<file path="config.mk">
export PLATFORM = sky130hd
export DESIGN_NAME = ddr_rw_turnaround
export DESIGN_NICKNAME = d
export VERILOG_FILES = /design/src/rtl/ddr_turn_pkg.sv /design/src/rtl/ddr_bank_table.sv /design/src/rtl/ddr_gap_timer.sv /design/src/rtl/ddr_read_window.sv /design/src/rtl/ddr_rw_turnaround.sv
export SDC_FILE = /design/constraint.sdc
export NUM_CORES = 1
export LEC_CHECK = 0
export ABC_AREA = 1
export BUFFER_PORTS_ARGS = -buffer_cell sky130_fd_sc_hd__buf_2
export CORE_ASPECT_RATIO = 0.7
export CORE_UTILIZATION = 30
export DETAILED_ROUTE_END_ITERATION = 7
export PLACE_DENSITY = 0.52
export SLEW_MARGIN = 5
export SYNTH_ARGS = -nofsm -noshare
export SYNTH_HDL_FRONTEND = slang
export SYNTH_SLANG_ARGS = --single-unit
</file>
<file path="constraint.sdc">
create_clock -name clk -period 3.65 [get_ports clk]
set_input_delay 0.365 -clock clk [delete_from_list [all_inputs] [get_ports clk]]
set_output_delay 0.365 -clock clk [all_outputs]
set_load 0.1 [all_outputs]
</file>
<file path="src/rtl/ddr_turn_pkg.sv">
package ddr_turn_pkg;

  typedef enum logic [2:0] {
    CMD_NOP  = 3'd0,
    CMD_READ = 3'd1,
    CMD_WRIT = 3'd2,
    CMD_BST  = 3'd3,
    CMD_PRE  = 3'd4,
    CMD_ACT  = 3'd5
  } cmd_e;

  typedef enum logic [2:0] {
    S_IDLE,
    S_BSTW,
    S_PREW,
    S_ACTW,
    S_HOLD
  } seq_st_e;

endpackage

</file>
<file path="src/rtl/ddr_bank_table.sv">
module ddr_bank_table #(
  parameter int NBANK = 4,
  parameter int ROW_W = 13
) (
  input  logic                     clk,
  input  logic                     rst,
  input  logic                     act_en,
  input  logic                     pre_en,
  input  logic                     rw_en,
  input  logic [$clog2(NBANK)-1:0] c_bank,
  input  logic [ROW_W-1:0]         c_row,
  input  logic [$clog2(NBANK)-1:0] q_bank,
  input  logic [ROW_W-1:0]         q_row,
  output logic                     q_open,
  output logic                     q_hit
);
  localparam int BANK_W = $clog2(NBANK);

  logic             open_r [NBANK];
  logic [ROW_W-1:0] row_r  [NBANK];

  for (genvar g = 0; g < NBANK; g++) begin : g_bank
    always_ff @(posedge clk) begin
      if (rst) begin
        open_r[g] <= 1'b0;
      end else if (act_en && c_bank == BANK_W'(g)) begin
        open_r[g] <= 1'b1;
      end else if (pre_en && c_bank == BANK_W'(g)) begin
        open_r[g] <= 1'b0;
      end
    end

    always_ff @(posedge clk) begin
      if (act_en && c_bank == BANK_W'(g)) row_r[g] <= c_row;
    end
  end

  assign q_open = open_r[q_bank];
  assign q_hit  = (row_r[q_bank] == q_row);

  assert_act_closed_R2: assert property (@(posedge clk) disable iff (rst)
    act_en |-> !open_r[c_bank]);

  assert_access_open_row_R2: assert property (@(posedge clk) disable iff (rst)
    rw_en |-> (open_r[c_bank] && row_r[c_bank] == c_row));

  assert_pre_open_R4: assert property (@(posedge clk) disable iff (rst)
    pre_en |-> open_r[c_bank]);

endmodule

</file>
<file path="src/rtl/ddr_gap_timer.sv">
module ddr_gap_timer #(
  parameter int CW = 4
) (
  input  logic          clk,
  input  logic          rst,
  input  logic          load,
  input  logic [CW-1:0] load_val,
  output logic          done
);
  logic [CW-1:0] cnt;

  always_ff @(posedge clk) begin
    if (rst)              cnt <= '0;
    else if (load)        cnt <= load_val;
    else if (cnt != '0)   cnt <= cnt - 1'b1;
  end

  assign done = (cnt == '0);

  assert_no_reload_busy_R3: assert property (@(posedge clk) disable iff (rst)
    load |-> done);

endmodule

</file>
<file path="src/rtl/ddr_read_window.sv">
module ddr_read_window #(
  parameter int WIN    = 4,
  parameter int BANK_W = 2,
  parameter int ROW_W  = 13
) (
  input  logic              clk,
  input  logic              rst,
  input  logic              rd_issue,
  input  logic              stop,
  input  logic [BANK_W-1:0] i_bank,
  input  logic [ROW_W-1:0]  i_row,
  output logic              busy,
  output logic [BANK_W-1:0] r_bank,
  output logic [ROW_W-1:0]  r_row
);
  localparam int LW = $clog2(WIN + 1);

  logic [LW-1:0] left;

  always_ff @(posedge clk) begin
    if (rst) begin
      left   <= '0;
      r_bank <= '0;
      r_row  <= '0;
    end else if (rd_issue) begin
      left   <= LW'(WIN);
      r_bank <= i_bank;
      r_row  <= i_row;
    end else if (stop) begin
      left   <= '0;
    end else if (left != '0) begin
      left   <= left - 1'b1;
    end
  end

  assign busy = (left != '0);

  assert_win_opens_on_read_R10: assert property (@(posedge clk) disable iff (rst)
    $rose(busy) |-> $past(rd_issue));

  assert_win_closes_on_stop_R10: assert property (@(posedge clk) disable iff (rst)
    ($past(stop) && !$past(rd_issue)) |-> !busy);

endmodule

</file>
<file path="src/rtl/ddr_rw_turnaround.sv">
module ddr_rw_turnaround
  import ddr_turn_pkg::*;
#(
  parameter int NBANK  = 4,
  parameter int ROW_W  = 13,
  parameter int CL     = 2,
  parameter int BL     = 4,
  parameter int T_RP   = 3,
  parameter int T_RCD  = 3,
  parameter int T_BSTW = 2
) (
  input  logic                     clk,
  input  logic                     rst,
  input  logic                     rd_req,
  input  logic [$clog2(NBANK)-1:0] rd_bank,
  input  logic [ROW_W-1:0]         rd_row,
  input  logic                     wr_req,
  input  logic [$clog2(NBANK)-1:0] wr_bank,
  input  logic [ROW_W-1:0]         wr_row,
  output logic                     rd_gnt,
  output logic                     wr_gnt,
  output logic [2:0]               cmd,
  output logic [$clog2(NBANK)-1:0] cmd_bank,
  output logic [ROW_W-1:0]         cmd_row
);
  localparam int BANK_W  = $clog2(NBANK);
  localparam int T_BW    = (T_BSTW < CL) ? CL : T_BSTW;
  localparam int WIN     = CL + BL / 2;
  localparam int TMAX_A  = (T_RP > T_RCD) ? T_RP : T_RCD;
  localparam int TMAX    = (TMAX_A > T_BW) ? TMAX_A : T_BW;
  localparam int TCW     = $clog2(TMAX + 1);
  localparam int SCW     = $clog2(TMAX + 2);

  seq_st_e st, st_n;
  cmd_e    cmd_q, nxt_cmd, step_cmd;
  seq_st_e step_st;
  logic    step_ld, step_fin;
  logic [TCW-1:0] step_val;

  logic              op_wr;
  logic [BANK_W-1:0] op_bank;
  logic [ROW_W-1:0]  op_row;
  logic              cur_wr;
  logic [BANK_W-1:0] cur_bank;
  logic [ROW_W-1:0]  cur_row;

  logic q_open, q_hit;
  logic win_busy;
  logic [BANK_W-1:0] win_bank;
  logic [ROW_W-1:0]  win_row;
  logic tm_done, tm_ld, fin, take, need_bst;
  logic [TCW-1:0] tm_val;

  // The operation in flight: the live request in IDLE, the latched one after.
  always_comb begin
    if (st == S_IDLE) begin
      cur_wr   = wr_req;
      cur_bank = wr_req ? wr_bank : rd_bank;
      cur_row  = wr_req ? wr_row  : rd_row;
    end else begin
      cur_wr   = op_wr;
      cur_bank = op_bank;
      cur_row  = op_row;
    end
  end

  assign need_bst = cur_wr && win_busy &&
                    ((cur_bank != win_bank) || (cur_row == win_row));

  // Next step toward an access on the target bank.
  always_comb begin
    step_ld  = 1'b0;
    step_fin = 1'b0;
    step_val = '0;
    if (q_open && q_hit) begin
      step_cmd = cur_wr ? CMD_WRIT : CMD_READ;
      step_st  = S_HOLD;
      step_fin = 1'b1;
    end else if (q_open) begin
      step_cmd = CMD_PRE;
      step_st  = S_PREW;
      step_ld  = 1'b1;
      step_val = TCW'(T_RP - 1);
    end else begin
      step_cmd = CMD_ACT;
      step_st  = S_ACTW;
      step_ld  = 1'b1;
      step_val = TCW'(T_RCD - 1);
    end
  end

  always_comb begin
    nxt_cmd = CMD_NOP;
    st_n    = st;
    tm_ld   = 1'b0;
    tm_val  = '0;
    fin     = 1'b0;
    take    = 1'b0;
    case (st)
      S_IDLE: begin
        if (wr_req || rd_req) begin
          take = 1'b1;
          if (need_bst) begin
            nxt_cmd = CMD_BST;
            st_n    = S_BSTW;
            tm_ld   = 1'b1;
            tm_val  = TCW'(T_BW - 1);
          end else begin
            nxt_cmd = step_cmd;
            st_n    = step_st;
            tm_ld   = step_ld;
            tm_val  = step_val;
            fin     = step_fin;
          end
        end
      end
      S_BSTW, S_ACTW: begin
        if (tm_done) begin
          nxt_cmd = step_cmd;
          st_n    = step_st;
          tm_ld   = step_ld;
          tm_val  = step_val;
          fin     = step_fin;
        end
      end
      S_PREW: begin
        if (tm_done) begin
          nxt_cmd = CMD_ACT;
          st_n    = S_ACTW;
          tm_ld   = 1'b1;
          tm_val  = TCW'(T_RCD - 1);
        end
      end
      S_HOLD:  st_n = S_IDLE;
      default: st_n = S_IDLE;
    endcase
  end

  always_ff @(posedge clk) begin
    if (rst) begin
      st       <= S_IDLE;
      cmd_q    <= CMD_NOP;
      cmd_bank <= '0;
      cmd_row  <= '0;
      wr_gnt   <= 1'b0;
      rd_gnt   <= 1'b0;
      op_wr    <= 1'b0;
      op_bank  <= '0;
      op_row   <= '0;
    end else begin
      st       <= st_n;
      cmd_q    <= nxt_cmd;
      cmd_bank <= (nxt_cmd != CMD_NOP) ? cur_bank : '0;
      cmd_row  <= (nxt_cmd != CMD_NOP) ? cur_row  : '0;
      wr_gnt   <= fin && cur_wr;
      rd_gnt   <= fin && !cur_wr;
      if (take) begin
        op_wr   <= cur_wr;
        op_bank <= cur_bank;
        op_row  <= cur_row;
      end
    end
  end

  assign cmd = cmd_q;

  ddr_bank_table #(.NBANK(NBANK), .ROW_W(ROW_W)) u_tbl (
    .clk    (clk),
    .rst    (rst),
    .act_en (nxt_cmd == CMD_ACT),
    .pre_en (nxt_cmd == CMD_PRE),
    .rw_en  (nxt_cmd == CMD_READ || nxt_cmd == CMD_WRIT),
    .c_bank (cur_bank),
    .c_row  (cur_row),
    .q_bank (cur_bank),
    .q_row  (cur_row),
    .q_open (q_open),
    .q_hit  (q_hit)
  );

  ddr_gap_timer #(.CW(TCW)) u_tmr (
    .clk      (clk),
    .rst      (rst),
    .load     (tm_ld),
    .load_val (tm_val),
    .done     (tm_done)
  );

  ddr_read_window #(.WIN(WIN), .BANK_W(BANK_W), .ROW_W(ROW_W)) u_win (
    .clk      (clk),
    .rst      (rst),
    .rd_issue (nxt_cmd == CMD_READ),
    .stop     (nxt_cmd == CMD_BST || nxt_cmd == CMD_PRE),
    .i_bank   (cur_bank),
    .i_row    (cur_row),
    .busy     (win_busy),
    .r_bank   (win_bank),
    .r_row    (win_row)
  );

  // Spacing monitors: cycles since the last BST, PRE and ACT on the bus.
  localparam logic [SCW-1:0] SMAX = '1;
  logic [SCW-1:0] since_bst, since_pre, since_act;

  always_ff @(posedge clk) begin
    if (rst) begin
      since_bst <= SMAX;
      since_pre <= SMAX;
      since_act <= SMAX;
    end else begin
      since_bst <= (cmd_q == CMD_BST) ? SCW'(1) : (since_bst == SMAX ? SMAX : since_bst + 1'b1);
      since_pre <= (cmd_q == CMD_PRE) ? SCW'(1) : (since_pre == SMAX ? SMAX : since_pre + 1'b1);
      since_act <= (cmd_q == CMD_ACT) ? SCW'(1) : (since_act == SMAX ? SMAX : since_act + 1'b1);
    end
  end

  assert_rcd_gap_R3: assert property (@(posedge clk) disable iff (rst)
    (cmd_q == CMD_READ || cmd_q == CMD_WRIT) |-> since_act >= SCW'(T_RCD));

  assert_rp_gap_R4: assert property (@(posedge clk) disable iff (rst)
    (cmd_q == CMD_ACT) |-> since_pre >= SCW'(T_RP));

  assert_bst_gap_R9: assert property (@(posedge clk) disable iff (rst)
    (cmd_q == CMD_WRIT) |-> since_bst >= SCW'(T_BW));

  assert_wr_gnt_with_writ_R6: assert property (@(posedge clk) disable iff (rst)
    wr_gnt |-> (cmd_q == CMD_WRIT));

  assert_rd_gnt_with_read_R5: assert property (@(posedge clk) disable iff (rst)
    rd_gnt |-> (cmd_q == CMD_READ));

  assert_quiet_after_gnt_R12: assert property (@(posedge clk) disable iff (rst)
    (wr_gnt || rd_gnt) |=> (cmd_q == CMD_NOP && !wr_gnt && !rd_gnt));

endmodule

</file>
* Yosys cells after proc, flatten, opt, wreduce, memory -nomap -nowiden
Memory sizes are Yosys's and may differ from the RTL's.
Cells that the tools add are included.
** Operators by class
- Bitwise logic cells :: 9
- Mux-type cells :: 95
- $add $sub $neg :: 2
- Equality and inequality tests :: 16
- Reduce and logical (&&, ||, !) cells :: 32
** Operators with widths (number)
- 13-bit two-way mux :: 5
- 1-bit two-way mux :: 59
- 3-bit two-way mux :: 13
- 13-bit OR reduction :: 3
- 13-bit == test :: 2
- 2-bit two-way mux :: 13
- 3-bit case mux with 3 select lines :: 2
- 1-bit logical AND :: 13
- 3-bit by 2-bit == test with 1-bit output (second input constant) :: 3
- 3-bit nonzero test :: 3
- 1-bit OR :: 8
- 3-bit by 1-bit == test with 1-bit output (second input constant) :: 2
- 3-bit == test (second input constant) :: 2
- 2-bit case mux with 3 select lines :: 1
- 2-bit == test (second input constant) :: 2
- 2-bit zero test :: 2
- 2-bit inequality test (second input constant) :: 2
- 2-bit nonzero test :: 2
- 2-bit OR reduction :: 2
- 3-bit zero test :: 1
- 1-bit logical OR :: 3
- 1-bit case mux with 3 select lines :: 1
- 3-bit AND reduction :: 1
- 3-bit OR reduction :: 1
- 8 further kinds :: 8
** Storage, ports and cells
- Memories kept :: 2
- Input bits :: 34
- Register bits after elaboration :: 59
- Word-level logic and storage cells :: 170
- Output and inout port bits :: 20
- RAM bits :: 56
** Memories
- u_tbl.row_r :: depth 4, bits a word 13, rd ports 1, clocked after Yosys merged registers in 0, wr ports 1, line ddr_bank_table.sv:20 : logic [ROW_W-1:0] row_r [NBANK];
- u_tbl.open_r :: depth 4, bits a word 1, rd ports 1, clocked after Yosys merged registers in 0, wr ports 4, line ddr_bank_table.sv:19 : logic open_r [NBANK];

* Depth between registers and ports, before layout
An unclocked memory read counts as a cell.
- Depth in word-level cells :: 17
- Depth in mapped cells :: 26
- Depth with buffers taken out :: 23

* Hierarchy
A second synthesis with hierarchy kept.
** Unflattened totals
- Cell total of the unflattened synthesis :: 725
- Area total of the unflattened synthesis :: 5664.2 um2
** By module, submodules not included
- ddr_bank_table :: cells each 238, area an instance 2524.9 um2, instances 1, seq. area each 1681.6 um2
- ddr_rw_turnaround :: cells each 381, area an instance 2328.5 um2, instances 1, seq. area each 780.7 um2
- ddr_read_window :: cells each 89, area an instance 696.9 um2, instances 1, seq. area each 360.3 um2
- ddr_gap_timer :: cells each 17, area an instance 113.9 um2, instances 1, seq. area each 40.0 um2

* Worst setup path before layout
OpenSTA, ideal clock, no wires.
- Kind :: input to register
- Start :: input port wr_req
- End :: memory u_tbl.row_r[2][0], enable pin
- Data required time :: 3268 ps
- Library setup time :: 382 ps
- Setup slack :: 459 ps
- Stages :: 22
- Data arrival time :: 2808 ps
- Cells stage by stage :: buf_4 > inv_4 > nand2_1 > nand2_2 > nand2_4 > nand2_4 > buf_6 > nor2_1 > nand2_1 > nand3_2 > nand2_1 > nor2_1 > nand2_1 > nor2_2 > nand2_2 > nand2_1 > nand3_2 > nand2_2 > nand2_2 > nor2_1 > inv_1 > nor2_1
** On the way
- Longest elaborated chain between the ends :: 17
** RTL lines
- start: declaration :: line ddr_rw_turnaround.sv:17 : input logic wr_req,
- 2-bit two-way mux :: line ddr_rw_turnaround.sv:58 : cur_bank = wr_req ? wr_bank : rd_bank;
- 2-bit two-way mux :: line ddr_rw_turnaround.sv:56 : if (st == S_IDLE) begin
- memory read 4 x 13 bit
- 13-bit == test :: line ddr_bank_table.sv:39 : assign q_hit = (row_r[q_bank] == q_row);
- 1-bit logical AND :: line ddr_rw_turnaround.sv:75 : if (q_open && q_hit) begin
- 3-bit two-way mux :: line ddr_rw_turnaround.sv:75
- 3-bit two-way mux :: line ddr_rw_turnaround.sv:103 : if (need_bst) begin
- 3-bit two-way mux :: line ddr_rw_turnaround.sv:101 : if (wr_req || rd_req) begin
- 3-bit case mux with 3 select lines :: line ddr_rw_turnaround.sv:99 : case (st)
- 3-bit == test :: line ddr_rw_turnaround.sv:170 : .act_en (nxt_cmd == CMD_ACT),
- 1-bit logical AND :: line ddr_bank_table.sv:34 : if (act_en && c_bank == BANK_W'(g)) row_r[g] <= c_row;
- 1-bit two-way mux :: line ddr_bank_table.sv:34
- 1-bit two-way mux (implied by the code) :: line ddr_bank_table.sv:34
- 13-bit OR reduction (no source line)
- 2-bit two-way mux (no source line) or 1-bit two-way mux (tied branches) (3 in series)
- end: declaration :: line ddr_bank_table.sv:20
Several ways; a longest one is shown, not always the timed one.

* Worst setup path after layout
- Start :: register st[2]
- End :: memory u_tbl.row_r[2][4], enable pin
** RTL lines
- start: declaration :: line ddr_rw_turnaround.sv:34 : seq_st_e st, st_n;
- start signal: assignment :: line ddr_rw_turnaround.sv:151 : st <= st_n;
- 3-bit zero test (*) :: line ddr_rw_turnaround.sv:56
- 13-bit two-way mux (*) :: line ddr_rw_turnaround.sv:56
- net cur_row[3] :: line ddr_rw_turnaround.sv:45 : logic [ROW_W-1:0] cur_row;
- 13-bit == test (on tied branches) :: line ddr_bank_table.sv:39, ddr_rw_turnaround.sv:68
- 1-bit logical AND or 1-bit logical OR (tied branches) :: line ddr_rw_turnaround.sv:75, ddr_rw_turnaround.sv:68
- 3-bit two-way mux or 1-bit logical AND (tied branches) :: line ddr_rw_turnaround.sv:75, ddr_rw_turnaround.sv:67
- 3-bit two-way mux :: line ddr_rw_turnaround.sv:103
- 3-bit two-way mux :: line ddr_rw_turnaround.sv:101
- 3-bit case mux with 3 select lines (*) :: line ddr_rw_turnaround.sv:99
- 3-bit == test (*) :: line ddr_rw_turnaround.sv:170
- 1-bit logical AND :: line ddr_bank_table.sv:34
- 1-bit two-way mux :: line ddr_bank_table.sv:34
- 1-bit two-way mux (implied by the code) :: line ddr_bank_table.sv:34
- 13-bit OR reduction (no source line)
- 2-bit two-way mux (no source line) or 1-bit two-way mux (tied branches) (3 in series)
Mark *: on every way through the listed nets, which the timed path passes. The rest lies on a longest branch.

==> results.sh <==
export IMPL_worstSetupEndpointType="flop"
export IMPL_wire_per_inst_um=14.7
export IMPL_timing_fmax_mhz=287
export IMPL_final_nets=794
export IMPL_combPwrFrac_pct=49.2
export IMPL_p_leak_uw=0.00314
export IMPL_final_cells=1006
export IMPL_worstMarginPinSlew_ps=646
export IMPL_synthArstFlopShare_pct=0
export IMPL_synth_fp_nets=722
export IMPL_crit_family="simple AND/OR/NAND/NOR gates"
export IMPL_area_delta_synth_final_pct=23.3
export IMPL_cp_start_kind="flop"
export IMPL_dpl_hpwl_um=10300
export IMPL_yosys_warnings=0
export IMPL_die_y_um=116
export IMPL_place_congestion=0.862
export IMPL_max_stage_delay_ps=460
export IMPL_period_needed_ps=3480
export IMPL_avgSynthCellArea_sq_um=8.10
export IMPL_row_count=41
export IMPL_finalWirelength_um=14800
export IMPL_hold_slack_ps=389
export IMPL_path_cells="inv_2 -> nand2_2 -> nor2_4 -> buf_12 -> buf_12 -> o21ai_2 -> inv_2 -> nand2_1 -> nand2_1 -> nor2_1 -> nand2_1 -> nor2_2 -> nand2_2 -> nand2_1 -> nand3_2 -> nand2_2 -> nand2_2 -> nor2_1 -> inv_1 -> nor2_1 -> buf_4"
export IMPL_netlist_top_cells_area="edfxtp_1 (30%), dfxtp_1 (21%), nand2_1 (17%)"
export IMPL_grt_pass1_wl_um=23900
export IMPL_io_buffers=53
export IMPL_multi_input_area_sq_um=2270
export IMPL_synth_distinct_cells=36
export IMPL_fillers=1907
export IMPL_synth_top_area_cell="edfxtp_1"
export IMPL_synth_top_area_share_pct=30.3
export IMPL_drive_above_1_share_pct=20.1
export IMPL_floorplan_io_pins=54
export IMPL_critical_path_required_ps=3740
export IMPL_hold_viol=0
export IMPL_vias=4610
export IMPL_dieArea_sq_um=19100
export IMPL_synth_edff_count=56
export IMPL_die_x_um=165
export IMPL_power_frac_clock_pct=23.2
export IMPL_status="finished, final reports clean"
export IMPL_cts_hold_buf=0
export IMPL_crit_slowest_cell="o21ai_2"
export IMPL_grt_pass1_vias=4549
export IMPL_path_max_fanout=21
export IMPL_drtPass1Iterations=4
export IMPL_root_buffer="clkbuf_16"
export IMPL_drt_iter0_drc=267
export IMPL_clkTransAtPathRegs_ps=50
export IMPL_p_seq_share_pct=27.6
export IMPL_syn_inst=685
export IMPL_timing_final_crit_share_pct=95.3
export IMPL_ir_drop_mv=0.558
export IMPL_seq_area_frac_synth_pct=51.6
export IMPL_groute_usage_overall_pct=17.0
export IMPL_cts_tree="built"
export IMPL_gr_total_overflow=0
export IMPL_power_density_nw_per_um2=1060
export IMPL_p_int_uw=4000
export IMPL_cts_buffers=17
export IMPL_slew_headroom_pct=56.8
export IMPL_ys_ff_latch=115
export IMPL_p_sw_uw=3240
export IMPL_synth_flop_cell="dfxtp_1"
export IMPL_grt_max_degree=44
export IMPL_start_util_pct=30.7
export IMPL_path_buf_inv=6
export IMPL_drtAntennaViolNets=0
export IMPL_core_sq_um=18100
export IMPL_cts_htree_levels=4
export IMPL_diodes=0
export IMPL_maxCapViolCount=0
export IMPL_swShare_pct=44.8
export IMPL_slew_viol_final=0
export IMPL_ctsLongestPathBuffers=2
export IMPL_finalSetupViolCount=0
export IMPL_seqCellArea_sq_um=2860
export IMPL_setup_ws_ps=170
export IMPL_clk_latency_ps=410
export IMPL_place_ws_ps=201
export IMPL_antenna_found_initial=0
export IMPL_drc_errors=0
export IMPL_worstSetupPathType="flop to flop"
export IMPL_final_setup_skew_ps=10.5
export IMPL_avgViaCountPerCell=4.58
export IMPL_synth_area_sq_um=5550
export IMPL_placedCellCount=973
export IMPL_cp_arrival_ps=3570
export IMPL_hold_class="primary input to flop"
export IMPL_clock_sinks=115
## Yosys cell counts, drive strengths merged, types with 3 or more instances
library cell and n:
a21oi 41, buf 21, clkbuf 6, dfxtp 59, edfxtp 56, ha 3, inv 74, nand2 256
nand3 49, nand4 3, nor2 50, nor3 5, o211ai 3, o21ai 37, or2 3, xnor2 12
## cell type report
class	instances	share of cell area (%)
Sequential cell	115	41.8
Multi-Input combinational cell	468	33.1
Clock buffer	26	7.94
Timing Repair Buffer	80	7.75
Tap cell	236	4.32
Inverter	75	4.15
Clock inverter	6	0.860
## worst reg2reg max path: stages (launching register included)
cell and delay (ps):
dfxtp_1 360, inv_2 70, nand2_2 90, nor2_4 50, buf_12 140, buf_12 160, o21ai_2 470, inv_2 130
nand2_1 110, nand2_1 50, nor2_1 90, nand2_1 70, nor2_2 210, nand2_2 130, nand2_1 80, nand3_2 80
nand2_2 130, nand2_2 90, nor2_1 220, inv_1 90, nor2_1 90, buf_4 250
## routing by layer
| metal | track usage (%) | vias up | wire length, um |
|---|---|---|---|
| li1 | - | 2343 | - |
| met1 | 24.3 | 2154 | 7900 |
| met2 | 25.6 | 97 | 6160 |
| met3 | 3.11 | 16 | 561 |
| met4 | 6.12 | 0 | 173 |
| met5 | 0 | - | 0 |
## power groups by stage
stage,Sequential (uW),Clock (uW),Combinational (uW)
4_1_cts,2000,1710,3480
2_1_floorplan,2420,0,2150
5_1_grt,2030,1770,3950
3_5_place_dp,2020,0,3460
3_3_place_gp,2020,0,3460
6_report,2000,1680,3560
## registers in the layout, indices dropped and copies added (netlist names)
register	count
u_win.r_bank	2
cmd	3
u_tbl.row_r	52
op_wr	1
rd_gnt	1
u_tmr.cnt	2
wr_gnt	1
cmd_row	13
u_win.left	3
op_bank	2
cmd_bank	2
u_win.r_row	13
u_tbl.open_r	4
st	3
op_row	13
## kinds of logic (layout without fill, tap and decap cells)
kind of cell / count (synthesis) / after routing / share of synthesized area, %
DFF: 115 / 115 / 51.6
buffers and inverters: 102 / 187 / 8.57
and+or+nand+nor: 368 / 368 / 28.2
xor gates and xnor gates: 14 / 14 / 2.21
adders and majority gates: 3 / 3 / 0.676
AOI/OAI and AO/OA: 83 / 83 / 8.79
## cells in the final DEF (no fill, tap or decap), types with 6 or more instances in the layout
cell type	count
nand2_1	244
inv_1	65
dfxtp_1	59
edfxtp_1	56
buf_2	53
nor2_1	46
nand3_1	44
a21oi_1	39
o21ai_0	23
buf_4	22
clkbuf_16	20
xnor2_1	12
inv_2	8
nand2_2	8
o21ai_2	8
o21ai_4	6
## per-stage QoR
stage | cell area (sq um) | utilization (%) | setup TNS (ps) | power [uW]
final | 6840 | 37.9 | 0 | 7240
after detailed placement | 6160 | 34.1 | 0 | 5480
after global placement | 6160 | 34.1 | 0 | 5480
after global routing | 6840 | 37.9 | -30.2 | 7760
after CTS | 6770 | 37.5 | 0 | 7190
after floorplan | 5550 | - | 0 | 4570
## final timing paths
path,start,endpoint,slack (ps),cells after the start
min,rst,st[1]$_SDFFE_PP0P_,390,5
max reg2reg,st[2]$_SDFFE_PP0P_,u_tbl.row_r[2][4]$_DFFE_PP_,170,21
min reg2reg,u_win.r_bank[1]$_SDFFE_PP0P_,u_win.r_bank[1]$_SDFFE_PP0P_,480,2
max,st[2]$_SDFFE_PP0P_,u_tbl.row_r[2][4]$_DFFE_PP_,170,21
## what timing repair did
action	in CTS	in global routing
buffers inserted	0	1
endpoints found under the setup margin	0	52
resized for setup	0	8
Note: power is estimated with default switching activity, not from simulation.
